`src/rtl/vpw_tx_pkg.sv`:
```
package vpw_tx_pkg;

  typedef enum logic [2:0] {
    ST_IDLE,
    ST_SOF,
    ST_BIT,
    ST_EOD,
    ST_BRK
  } vpw_state_e;

  // Width of a data pulse: long when line level and bit value differ.
  function automatic int unsigned pulse_ticks(input logic active, input logic value,
                                              input int unsigned t_short,
                                              input int unsigned t_long);
    return (active ^ value) ? t_long : t_short;
  endfunction

  function automatic int unsigned max2(input int unsigned a, input int unsigned b);
    return (a > b) ? a : b;
  endfunction

endpackage

```
`src/rtl/vpw_tick_timer.sv`:
```
module vpw_tick_timer #(
  parameter int CNT_W   = 9,
  parameter int SAT     = 300,
  parameter int RST_VAL = 300
) (
  input  logic             clk,
  input  logic             rst,
  input  logic             tick,
  input  logic             clr,
  output logic [CNT_W-1:0] cnt
);
  localparam logic [CNT_W-1:0] SAT_C = CNT_W'(SAT);
  localparam logic [CNT_W-1:0] RST_C = CNT_W'(RST_VAL);

  always_ff @(posedge clk) begin
    if (rst)                       cnt <= RST_C;
    else if (clr)                  cnt <= '0;
    else if (tick && cnt < SAT_C)  cnt <= cnt + 1'b1;
  end

  // without a tick the count does not move
  a_r10_cnt_hold: assert property (@(posedge clk) disable iff (rst)
    (!tick && !clr) |=> $stable(cnt));

endmodule

```
`src/rtl/vpw_bit_shifter.sv`:
```
module vpw_bit_shifter #(
  parameter int W = 8
) (
  input  logic         clk,
  input  logic         rst,
  input  logic         load,
  input  logic         shift,
  input  logic [W-1:0] din,
  output logic         cur_bit,
  output logic         last_bit
);
  localparam int IDX_W = (W > 1) ? $clog2(W) : 1;
  localparam logic [IDX_W-1:0] LAST_IDX = IDX_W'(W - 1);

  logic [W-1:0]     sr;
  logic [IDX_W-1:0] idx;

  always_ff @(posedge clk) begin
    if (rst) begin
      sr  <= '0;
      idx <= '0;
    end else if (load) begin
      sr  <= din;
      idx <= '0;
    end else if (shift) begin
      sr  <= sr << 1;
      idx <= idx + 1'b1;
    end
  end

  assign cur_bit  = sr[W-1];
  assign last_bit = (idx == LAST_IDX);

  // the bit on the line after a load is the byte's MSB
  a_r5_msb_first: assert property (@(posedge clk) disable iff (rst)
    load |=> (cur_bit == $past(din[W-1])));

endmodule

```
`src/rtl/vpw_tx.sv`:
```
module vpw_tx
  import vpw_tx_pkg::*;
#(
  parameter int DATA_W  = 8,
  parameter int T_SHORT = 64,
  parameter int T_LONG  = 128,
  parameter int T_SOF   = 200,
  parameter int T_EOF   = 280,
  parameter int T_BRK   = 240,
  parameter int T_IFS   = 300
) (
  input  logic              clk,
  input  logic              rst,
  input  logic              tick,
  input  logic              sof_req,
  input  logic              brk_req,
  input  logic              in_valid,
  input  logic [DATA_W-1:0] in_data,
  output logic              in_ready,
  output logic              line_active,
  output logic              frame_done
);
  localparam int T_TOP = int'(max2(max2(max2(T_SOF, T_EOF), max2(T_BRK, T_IFS)),
                                   max2(T_SHORT, T_LONG)));
  localparam int CNT_W = $clog2(T_TOP + 1);
  localparam logic [CNT_W-1:0] IFS_C = CNT_W'(T_IFS);
  localparam logic [CNT_W-1:0] BRK_C = CNT_W'(T_BRK);

  vpw_state_e       st;
  logic [CNT_W-1:0] cnt;
  logic [CNT_W-1:0] dur;
  logic             cur_bit, last_bit;

  // named internal events
  logic timed_state, seg_end, byte_edge, ev_start, ev_brk, brk_end;
  logic load, shift, clr;

  always_comb begin
    unique case (st)
      ST_SOF:  dur = CNT_W'(T_SOF);
      ST_BIT:  dur = CNT_W'(pulse_ticks(line_active, cur_bit, T_SHORT, T_LONG));
      ST_EOD:  dur = CNT_W'(T_EOF);
      default: dur = CNT_W'(T_TOP);
    endcase
  end

  assign timed_state = (st == ST_SOF) || (st == ST_BIT) || (st == ST_EOD);
  assign seg_end     = timed_state && tick && (cnt == dur - 1'b1);
  assign byte_edge   = seg_end && ((st == ST_SOF) || ((st == ST_BIT) && last_bit));
  assign ev_brk      = brk_req && (st != ST_BRK);
  assign ev_start    = (st == ST_IDLE) && sof_req && !brk_req && (cnt >= IFS_C);
  assign brk_end     = (st == ST_BRK) && !brk_req && (cnt >= BRK_C);

  assign in_ready = byte_edge && !brk_req;
  assign load     = in_ready && in_valid;
  assign shift    = seg_end && (st == ST_BIT) && !last_bit && !brk_req;
  assign clr      = ev_brk || ev_start || brk_end || (seg_end && (st != ST_EOD));

  vpw_tick_timer #(
    .CNT_W  (CNT_W),
    .SAT    (T_TOP),
    .RST_VAL(T_IFS)
  ) u_timer (
    .clk (clk),
    .rst (rst),
    .tick(tick),
    .clr (clr),
    .cnt (cnt)
  );

  vpw_bit_shifter #(
    .W(DATA_W)
  ) u_shift (
    .clk     (clk),
    .rst     (rst),
    .load    (load),
    .shift   (shift),
    .din     (in_data),
    .cur_bit (cur_bit),
    .last_bit(last_bit)
  );

  always_ff @(posedge clk) begin
    if (rst) begin
      st          <= ST_IDLE;
      line_active <= 1'b0;
      frame_done  <= 1'b0;
    end else begin
      frame_done <= 1'b0;
      if (ev_brk) begin
        st          <= ST_BRK;
        line_active <= 1'b1;
      end else begin
        unique case (st)
          ST_IDLE: if (ev_start) begin
            st          <= ST_SOF;
            line_active <= 1'b1;
          end
          ST_SOF, ST_BIT: if (seg_end) begin
            if (byte_edge && !in_valid) begin
              st          <= ST_EOD;
              line_active <= 1'b0;
            end else begin
              st          <= ST_BIT;
              line_active <= ~line_active;
            end
          end
          ST_EOD: if (seg_end) begin
            st         <= ST_IDLE;
            frame_done <= 1'b1;
          end
          ST_BRK: if (brk_end) begin
            st          <= ST_IDLE;
            line_active <= 1'b0;
          end
          default: st <= ST_IDLE;
        endcase
      end
    end
  end

  // idle means a passive line
  a_r1_idle_passive: assert property (@(posedge clk) disable iff (rst)
    (st == ST_IDLE) |-> !line_active);
  // start pulse is active
  a_r2_sof_active: assert property (@(posedge clk) disable iff (rst)
    (st == ST_SOF) |-> line_active);
  // a byte is offered only on a timing tick
  a_r6_ready_on_tick: assert property (@(posedge clk) disable iff (rst)
    in_ready |-> tick);
  // end of data keeps the line passive
  a_r7_eod_passive: assert property (@(posedge clk) disable iff (rst)
    (st == ST_EOD) |-> !line_active);
  // frame_done follows end of data and lasts one cycle
  a_r7_done_src: assert property (@(posedge clk) disable iff (rst)
    frame_done |-> ($past(st) == ST_EOD));
  a_r7_done_pulse: assert property (@(posedge clk) disable iff (rst)
    frame_done |=> !frame_done);
  // a frame starts only once the gap has been met
  a_r8_gap_met: assert property (@(posedge clk) disable iff (rst)
    ((st == ST_SOF) && ($past(st) == ST_IDLE)) |-> ($past(cnt) >= IFS_C));
  // a break never ends short
  a_r9_brk_min: assert property (@(posedge clk) disable iff (rst)
    ((st == ST_IDLE) && ($past(st) == ST_BRK)) |-> ($past(cnt) >= BRK_C));
  // no line change inside a bit without a tick
  a_r10_line_hold: assert property (@(posedge clk) disable iff (rst)
    ((st == ST_BIT) && !tick && !brk_req) |=> $stable(line_active));

endmodule

```
`config.mk`:
```
export PLATFORM = sky130hd
export DESIGN_NAME = vpw_tx
export DESIGN_NICKNAME = d
export VERILOG_FILES = /design/src/rtl/vpw_tx_pkg.sv /design/src/rtl/vpw_tick_timer.sv /design/src/rtl/vpw_bit_shifter.sv /design/src/rtl/vpw_tx.sv
export SDC_FILE = /design/constraint.sdc
export NUM_CORES = 1
export LEC_CHECK = 0
export BUFFER_PORTS_ARGS = -buffer_cell sky130_fd_sc_hd__buf_4
export CORE_MARGIN = 2
export CORE_UTILIZATION = 51
export CTS_CLUSTER_DIAMETER = 100
export CTS_CLUSTER_SIZE = 20
export DETAILED_ROUTE_END_ITERATION = 8
export GPL_ROUTABILITY_DRIVEN = 0
export PLACE_DENSITY = 0.83
export SLEW_MARGIN = 15
export SYNTH_ARGS = -nofsm -noshare
export SYNTH_HDL_FRONTEND = slang
export SYNTH_HIERARCHICAL = 1
export SYNTH_SLANG_ARGS = --single-unit
export TNS_END_PERCENT = 50
```
`constraint.sdc`:
```
create_clock -name clk -period 3.3 [get_ports clk]
set_clock_uncertainty 0.15 [all_clocks]
set_input_delay 0.165 -clock clk [delete_from_list [all_inputs] [get_ports clk]]
set_output_delay 0.165 -clock clk [all_outputs]
set_load 0.03 [all_outputs]
```
* Word-level counts from Yosys, hierarchy flattened *
Index checks and enable logic that the tools add are counted.

operators by class
  add/subtract/negate cells = 3
  reduce and logical (&&, ||, !) cells = 39
  divide/modulo/power cells = 0
  equal/unequal tests = 16
  muxes and demuxes = 20
  shift-type cells = 0
  $mul = 0
  bitwise logic cells = 3
  magnitude comparators = 3

operators by type and width
  operator               number
  $pmux W9 S3            1
  $mux W8                3
  $logic_and A1 B1 Y1    18
  $mux W9                2
  $mux W3                5
  $ne A3 B3 Y1 const B   5
  $pmux W3 S4            1
  $reduce_and A4 Y1      3
  $add A9 B1 Y9 const B  1
  $eq A9 B9 Y1           1
  $ge A9 B8 Y1 const B   1
  $ge A9 B9 Y1 const B   1
  $lt A9 B9 Y1 const B   1
  $sub A9 B1 Y9 const B  1
  $ne A2 B2 Y1 const B   4
  $reduce_or A2 Y1       4
  $mux W1                7
  $eq A3 B2 Y1 const B   2
  $eq A3 B3 Y1 const B   2
  $logic_or A1 B1 Y1     6
  $reduce_bool A2 Y1     2
  $reduce_bool A4 Y1     1
  $add A3 B1 Y3 const B  1
  $eq A3 B1 Y1 const B   1
  other kinds (7)        10

word-level totals
  latch bits = 0
  logic and storage cells = 92
  bits of input ports = 14
  memory bits (writable) = 0
  memory bits (read-only) = 0
  memories = 0
  flip-flop bits (word level) = 25
  output and inout port bits = 3

* Depth between registers and ports, before layout *
Gate-level depths: netlist (run 1).

  depth in word-level cells = 12
  mapped depth = 10

* Modules after synthesis *
Netlist (run 1), hierarchy kept.

modules (own cells, without submodules)
  module           area an instance (um^2)  times used  cells each  sequential area each (um^2)
  vpw_tx           531.8                    1           69          100.1
  vpw_bit_shifter  496.7                    1           47          220.2
  vpw_tick_timer   483.0                    1           53          180.2

* Worst setup path after synthesis (run 1) *
Ideal clock, no wire load.

  kind = register to register
  start = reg st[0]
  end = reg u_shift.sr[5]
  slack = 0.379 ns
  data required time = 3.064 ns
  arrival = 2.685 ns
  period minus slack after synthesis = 2.921 ns
  cell stages (with the launch flop) = 11
  cell sequence = dfxtp_1 buf_4 xnor2_1 or3_1 a211o_1 a2111oi_4 nor3b_2 and2_1 buf_2 inv_1 a211oi_1

on the way
  longest elaborated chain between the ends = 9

RTL lines
  item                                                        RTL line                    source
  start, declared                                             vpw_tx.sv:29                vpw_state_e st;
  start signal, assigned                                      vpw_tx.sv:85                st <= ST_IDLE;
  start signal, assigned                                      vpw_tx.sv:91                st <= ST_BRK;
  start signal, assigned                                      vpw_tx.sv:96                st <= ST_SOF;
  $eq A3 B2 Y1, or another cell as far along                  vpw_tx.sv:39, vpw_tx.sv:47
  $pmux W9 S3 / $logic_or A1 B1 Y1 (equally long branches)    vpw_tx.sv:39, vpw_tx.sv:47
  $sub A9 B1 Y9 / $logic_or A1 B1 Y1 (equally long branches)  vpw_tx.sv:48, vpw_tx.sv:47
  $eq A9 B9 Y1 / $logic_and A1 B1 Y1 (equally long branches)  vpw_tx.sv:48                assign seg_end = timed_state && tick && (cnt == dur - 1'b1);
  $logic_and A1 B1 Y1                                         vpw_tx.sv:48
  $logic_and A1 B1 Y1 *                                       vpw_tx.sv:49                assign byte_edge = seg_end && ((st == ST_SOF) || ((st == ST_BIT) && last_bit));
  $logic_and A1 B1 Y1 *                                       vpw_tx.sv:54                assign in_ready = byte_edge && !brk_req;
  net in_ready                                                vpw_tx.sv:19                output logic in_ready,
  $logic_and A1 B1 Y1 *                                       vpw_tx.sv:55                assign load = in_ready && in_valid;
  net load                                                    vpw_tx.sv:36                logic load, shift, clr;
  $mux W8 / $reduce_bool A2 Y1 (equally long branches)        -
  end signal, assigned                                        vpw_bit_shifter.sv:23       sr <= din;
  end signal, assigned                                        vpw_bit_shifter.sv:26       sr <= sr << 1;
  end, declared                                               vpw_bit_shifter.sv:15       logic [W-1:0] sr;

The timed path passes the listed nets; every way through them passes the cells marked *.
A chain may end at the register's enable or synchronous reset.

* Final worst setup path (run 1) *
  start = reg st[1]
  end = reg u_shift.sr[6]

on the way
  longest elaborated chain between the ends = 9

RTL lines
  item                                                        RTL line
  $eq A3 B2 Y1, or another cell as far along                  vpw_tx.sv:39, vpw_tx.sv:47
  $pmux W9 S3 / $logic_or A1 B1 Y1 (equally long branches)    vpw_tx.sv:39, vpw_tx.sv:47
  $sub A9 B1 Y9 / $logic_or A1 B1 Y1 (equally long branches)  vpw_tx.sv:48, vpw_tx.sv:47
  $eq A9 B9 Y1 / $logic_and A1 B1 Y1 (equally long branches)  vpw_tx.sv:48
  $logic_and A1 B1 Y1                                         vpw_tx.sv:48
  $logic_and A1 B1 Y1 *                                       vpw_tx.sv:49
  $logic_and A1 B1 Y1 *                                       vpw_tx.sv:54
  $logic_and A1 B1 Y1 *                                       vpw_tx.sv:55
  net load                                                    vpw_tx.sv:36
  $mux W8 / $reduce_bool A2 Y1 (equally long branches)        -

Marks and branches as above.

==> results of run 1 <==
-- cells by family after synthesis --
group,share of synthesized area
buffers and inverters,0.0439
flip-flops,0.331
adder cells (fa/ha/maj),0.0248
AND/OR/NAND/NOR,0.239
multiplexers,0.0795
AO/OA/AOI/OAI,0.229
XOR/XNOR,0.0521
-- cells in the final DEF (no fill, tap or decap), drive strengths merged, types with 5 or more instances in the layout --
master       count
a211oi           7
a21oi            8
buf             17
dfxtp           25
dlygate4sd3      9
inv              8
mux2i           12
nand2            8
nand4            6
nor2            12
nor2b           11
nor3             5
xnor2            5
-- sequential cells by signal, summed over array words and instances (netlist names) --
name and count:
u_timer/cnt 9, u_shift/sr 8, st 3, u_shift/idx 3, frame_done 1, line_active 1
-- where the power goes --
group	total (mW)	switching, mW	internal (mW)
clock	0.141	0.0950	0.0463
sequential	0.334	0.0230	0.311
combinational	0.0919	0.0444	0.0476
-- worst min-delay path by stage --
stage	from	endpoint	slack (ns)
2_1_floorplan	rst	st[2]$_SDFFE_PP0P_	0.09
3_3_place_gp	brk_req	frame_done$_SDFF_PP0_	0.25
3_5_place_dp	brk_req	frame_done$_SDFF_PP0_	0.25
4_1_cts	in_data[4]	u_shift/sr[4]$_SDFFE_PP0P_	0.007
5_1_grt	in_data[4]	u_shift/sr[4]$_SDFFE_PP0P_	0.01
6_report	in_data[3]	u_shift/sr[3]$_SDFFE_PP0P_	0.02
-- worst reg2reg max path: cells and delay by family, from the launching register on --
family,cells,cell delay (ns)
XOR/XNOR,1,0.13
AO/OA/AOI/OAI,3,0.97
AND/OR/NAND/NOR,3,0.94
buffers and inverters,1,0.20
flip-flops,1,0.59
-- stage by stage --
stage                     hold slack (ns)  total power, mW
after floorplan                    0.0874            0.390
after global placement              0.245            0.420
after detailed placement            0.253            0.423
after CTS                         0.00683            0.571
after global routing               0.0135            0.594
final                              0.0176            0.567
-- area by class of cell --
cell class / count / area [um^2] / share of cell area
clock buffer: 3 / 22.5 / 0.0127
clock inverter: 1 / 7.51 / 0.00425
inverter: 8 / 30.0 / 0.0170
multi-input combinational: 130 / 951 / 0.538
sequential: 25 / 500 / 0.283
tap: 31 / 38.8 / 0.0219
timing repair buffer: 26 / 218 / 0.123
-- per-layer routing --
layer / wire (um) / share of wire / global-route usage
met1: 1410 / 0.45 / 0.256
met2: 1540 / 0.49 / 0.342
met3: 190 / 0.060 / 0.0418
met4: 0 / 0 / 0.0465
met5: 0 / 0 / 0
-- what timing repair did --
| action | in CTS | in global routing |
|---|---|---|
| setup endpoints to repair | 0 | 0 |
| hold endpoints to repair | 9 | 0 |
| hold buffers | 9 | 0 |
==> metrics.md, run 1 <==
| Metric | Value |
|---|---|
| Status | complete, no violations |
| Critical-path cell list | xnor2_1, or3_1, a211o_1, a2111oi_4, nor3b_2, and2_1, inv_1, a211oi_1 |
| Most used flip-flop cell after synthesis | dfxtp_1 |
| Core Util, Final | 0.636 |
| Worst Hold Class | input port to flip-flop |
| Crit path launch | st[1]$_SDFFE_PP0P_ |
| CP Capture Type | flip-flop |
| H-tree Lvls | 1 |
| Design Area, Final | 0.00177 mm^2 |
| Total grt overflow | 0 |
| Critical path peak fanout | 13 |
| Count leader, synth | dfxtp_1 |
| PwrDens | 321 mW/mm^2 |
| Synth Instances | 169 |
| Clock latency on the worst-skew pair | 0.32 ns |
| Routed via count | 1,345 |
| Share of layout cells above drive strength 1 | 0.150 |
| Worst-path cell with the longest stage delay | dfxtp_1 |
| Crit. path cell count | 8 |
| MaxCap Viol Count | 0 |
| R2R setup slack | 0.24 ns |
| Area contributors post-synth | dfxtp_1 33%, mux2i_1 7.9%, nor2b_1 4.6%, a211oi_1 3.5%, xnor2_1 2.9% |
| Total CTS buffers | 3 |
| Final setup fails | 0 |
| Pre-CTS setup slack | 0.298 ns |
| Worst path top cell family by delay | compound AO/OA/AOI/OAI gates |
| Postcts setup bufs | 0 |
| Placed cells | 211 |
| Num rows | 19 |
| Synth Cell Area | 0.00151 mm^2 |
| Final std cells w/o fill | 224 |
| Setup ws final | 0.240 ns |
| Core Area | 0.00278 mm^2 |
| Area Overhead vs Synth | 17.0% |
| TritonCTS clock tree | done |
| CP Class | flip-flop to flip-flop |
| Period utilization | 0.927 |
| Worst-margin pin slew | 0.455 ns |
| Wirelength, routed | 3140 um |
| Reg2reg start | st[1]$_SDFFE_PP0P_ |
| Antenna diodes | 0 |
| RSZ-0062 raised after global routing | no |
| DIE WIDTH | 58.4 um |
| DR vias/cell | 6.00 |
| Asr flop ratio synth | 0 |
| Peak supply drop | 372 uV |
| Most numerous cell types in the synthesized netlist | 25 x dfxtp_1, 12 x mux2i_1, 11 x nor2_1, 11 x nor2b_1 |
| First-pass GRT wire length | 5380 um |
| Die area | 0.00342 mm^2 |
| PortBufs | 16 |
| Filler instances | 220 |
| Seq/Total Area, Yosys | 0.331 |
| Placed cell area | 0.00165 mm^2 |
| FF+latch count, synth | 25 |
| Buf/Inv on CP | 1 |
| Fin crit period | 3.06 ns |
| IO Count | 17 |
| Critical Path RT | 3.39 ns |
| DP Wirelength | 2260 um |
| Hold path depth | 3 |
| Clk root buf | clkbuf_4 |
| Wire per inst | 14.0 um |
| Setup crit start kind | flip-flop |
| R2R depth | 8 |
| CTS Sinks | 25 |
| Detailed-route DRC error count | 0 |
| YS warnings | 6 |
| Largest net degree at the start of global routing | 22 |
| Post-Syn Area per Cell | 8.94 um^2 |
| Crit path capture | u_shift/sr[6]$_SDFFE_PP0P_ |
| Initial Util | 0.543 |
| Resize count post-CTS | 0 |
| Final Slew Violations | 0 |
| Fin nets | 211 |
| Clock tree buffer depth | 2 |
| Leakage | 0.668 nW |
| DRT Pass-1 Iters | 4 |
| Dominant cell type by area after synthesis | dfxtp_1 |
| Slew margin rel. | 0.697 |
| Cell variety after synth | 54 |
| Initial DRC count | 99 |
| Worst path arrival time | 3.15 ns |
| EDFF count, synth | 0 |
| Capturing point of the worst reg2reg path | u_shift/sr[6]$_SDFFE_PP0P_ |
| Post-Route Setup TNS | 0 ns |
| Final hold violations | 0 |
| F_max | 327 MHz |
| Post-synth net total | 186 |
| Die height | 58.4 um |
| Global Route Usage Sum | 0.200 |
| ANT nets after route | 0 |
| Initial antenna violation count | 0 |
| Vias in the first global route | 1,238 |
| Clock transition at path regs | 0.14 ns |
| Crit path largest cell delay | 0.59 ns |
| Synth top area share | 0.331 |
(Power assumes the default switching activity.)
==> run 2: changes to the inputs <==
--- a/config.mk
+++ b/config.mk
@@ -8,11 +8,13 @@
 export BUFFER_PORTS_ARGS = -buffer_cell sky130_fd_sc_hd__buf_4
 export CORE_MARGIN = 2
 export CORE_UTILIZATION = 51
+export CTS_BUF_LIST = sky130_fd_sc_hd__clkbuf_4
 export CTS_CLUSTER_DIAMETER = 100
 export CTS_CLUSTER_SIZE = 20
 export DETAILED_ROUTE_END_ITERATION = 8
 export GPL_ROUTABILITY_DRIVEN = 0
 export PLACE_DENSITY = 0.83
+export SKIP_CTS_REPAIR_TIMING = 1
 export SLEW_MARGIN = 15
 export SYNTH_ARGS = -nofsm -noshare
 export SYNTH_HDL_FRONTEND = slang
==> run 2 against run 1 <==
  * The flow now finishes with violations (negative hold slack)
  * Sequential cell count unchanged
  * Total power decreased by 1.0%
  * Critical endpoint unchanged
  * Critical path type unchanged
  * Clock-buffer cell count unchanged
  * Register-to-register slack improved by 0.02 ns
  * Sequential power about the same
  * Sequential share of layout area increased by 0.82 points
  * Cell count decreased by 2.2%
  * First-iteration DRC count decreased by 15%
==> metrics.md, run 2 (synthesized netlist as in run 1, its figures left out) <==
| Metric | Value |
|---|---|
| Status | finished, violations left (was complete, no violations) |
| Failing checks | negative hold slack |
| Commonest cells after routing, fill and taps aside | 25 x dfxtp_1, 17 x buf_4, 12 x mux2i_1, 11 x nor2b_1, 11 x nor2_1 (unchanged) |
| Post-Route Setup TNS | 0 ns (unchanged) |
| Peak supply drop | 370 uV (was 372 uV) |
| Capturing point of the worst reg2reg path | u_shift/sr[6]$_SDFFE_PP0P_ (unchanged) |
| Global Route Usage Sum | 0.192 (was 0.200) |
| Crit path capture | u_shift/sr[6]$_SDFFE_PP0P_ (unchanged) |
| RSZ-0062 raised after global routing | no (unchanged) |
| PwrDens | 327 mW/mm^2 (was 321 mW/mm^2) |
| Share of layout cells above drive strength 1 | 0.154 (was 0.150) |
| Final Slew Violations | 0 (unchanged) |
| IO Count | 17 (unchanged) |
| Crit path launch | st[1]$_SDFFE_PP0P_ (unchanged) |
| Critical path peak fanout | 13 (unchanged) |
| Initial Util | 0.543 (unchanged) |
| Wire per inst | 14.0 um (about the same) |
| Hold path depth | 3 (unchanged) |
| Worst Hold Slack | -0.00958 ns (was 0.0176 ns) |
| Fin crit period | 3.04 ns (was 3.06 ns) |
| Setup crit start kind | flip-flop (unchanged) |
| PortBufs | 16 (unchanged) |
| Largest register FFs | 9 (unchanged) |
| CP Capture Type | flip-flop (unchanged) |
| Final hold violations | 1 (was 0) |
| DIE WIDTH | 58.4 um (unchanged) |
| Clock tree buffer depth | 2 (unchanged) |
| Wirelength, routed | 3060 um (was 3140 um) |
| R2R depth | 8 (unchanged) |
| DR vias/cell | 6.05 (was 6.00) |
| Area Overhead vs Synth | 13.7% (was 17.0%) |
| Critical Path RT | 3.39 ns (about the same) |
| Antenna diodes | 0 (unchanged) |
| Largest net degree at the start of global routing | 22 (unchanged) |
| Final setup fails | 0 (unchanged) |
| Critical-path cell list | xnor2_1, or3_1, a211o_1, a2111oi_4, nor3b_2, and2_1, inv_1, a211oi_1 (unchanged) |
| Largest registers | u_timer/cnt x9, u_shift/sr x8 (unchanged) |
| Vias in the first global route | 1,191 (was 1,238) |
| Worst-margin pin slew | 0.447 ns (was 0.455 ns) |
| Detailed-route DRC error count | 0 (unchanged) |
| Fin nets | 206 (was 211) |
| Routed via count | 1,325 (was 1,345) |
| Num rows | 19 (unchanged) |
| Reg2reg start | st[1]$_SDFFE_PP0P_ (unchanged) |
| Leakage | 0.647 nW (was 0.668 nW) |
| Final std cells w/o fill | 219 (was 224) |
| Die area | 0.00342 mm^2 (unchanged) |
| DRT Pass-1 Iters | 4 (unchanged) |
| Placed cells | 211 (unchanged) |
| Initial antenna violation count | 0 (unchanged) |
| H-tree Lvls | 1 (unchanged) |
| TritonCTS clock tree | done (unchanged) |
| Initial DRC count | 84 (was 99) |
| Period utilization | 0.921 (was 0.927) |
| Worst path arrival time | 3.13 ns (was 3.15 ns) |
| CP Class | flip-flop to flip-flop (unchanged) |
| Clock transition at path regs | 0.14 ns (about the same) |
| First-pass GRT wire length | 5200 um (was 5380 um) |
| Worst-path cell with the longest stage delay | dfxtp_1 (unchanged) |
| Design Area, Final | 0.00172 mm^2 (was 0.00177 mm^2) |
| Core Area | 0.00278 mm^2 (unchanged) |
| DP Wirelength | 2260 um (unchanged) |
| Total CTS buffers | 3 (unchanged) |
| Largest Register | u_timer/cnt (unchanged) |
| ANT nets after route | 0 (unchanged) |
| Placed cell area | 0.00165 mm^2 (unchanged) |
| MaxCap Viol Count | 0 (unchanged) |
| CTS Sinks | 25 (unchanged) |
| Crit path largest cell delay | 0.59 ns (about the same) |
| Total grt overflow | 0 (unchanged) |
| Worst Hold Class | input port to flip-flop (unchanged) |
| Die height | 58.4 um (unchanged) |
| F_max | 329 MHz (was 327 MHz) |
| Clk root buf | clkbuf_4 (unchanged) |
| Clock latency on the worst-skew pair | 0.32 ns (about the same) |
| Slew margin rel. | 0.702 (was 0.697) |
| Most common cell after layout, fill and taps aside | dfxtp_1 (unchanged) |
| R2R setup slack | 0.26 ns (was 0.24 ns) |
-- run 2: critical path: cells and delay by family, from the launching register on --
kind                   cells  cell delay [ns]
AO/OA/AOI/OAI              3             0.96
flip-flops                 1             0.59
XOR/XNOR                   1             0.12
buffers and inverters      1             0.20
AND/OR/NAND/NOR            3             0.93
-- run 2: layout make-up --
cell class / count / area (um^2)
Clock buffer: 3 / 22.5
Clock inverter: 1 / 7.51
Fill cell: 229 / 1060
Inverter: 8 / 30.0
Multi-Input combinational cell: 130 / 951
Sequential cell: 25 / 500
Tap cell: 31 / 38.8
Timing Repair Buffer: 21 / 168
-- run 2: worst min path at each step --
stage	from	to
after floorplan	rst	st[2]$_SDFFE_PP0P_
after global placement	brk_req	frame_done$_SDFF_PP0_
after detailed placement	brk_req	frame_done$_SDFF_PP0_
after CTS	brk_req	frame_done$_SDFF_PP0_
after global routing	in_data[6]	u_shift/sr[6]$_SDFFE_PP0P_
final	in_data[2]	u_shift/sr[2]$_SDFFE_PP0P_
-- run 2: layer usage --
| metal | GRT usage | routed length, um |
|---|---|---|
| met3 | 0.0418 | 153 |
| met5 | 0 | 0 |
| met4 | 0.0465 | 0 |
| met2 | 0.318 | 1460 |
| met1 | 0.254 | 1450 |
-- run 2: metrics by stage --
stage	utilization	setup WS [ns]	power, mW
floorplan	-	0.379	0.390
global placement	0.592	0.490	0.420
detailed placement	0.592	0.298	0.423
CTS	0.603	0.288	0.562
global route	0.618	0.0373	0.588
finish	0.618	0.260	0.562
-- run 2: where the power goes --
part | switching [mW] | leakage, nW | internal, mW
Clock | 0.0943 | 0.0139 | 0.0463
Sequential | 0.0230 | 0.203 | 0.311
Combinational | 0.0433 | 0.429 | 0.0437
Total | 0.160 | 0.647 | 0.401
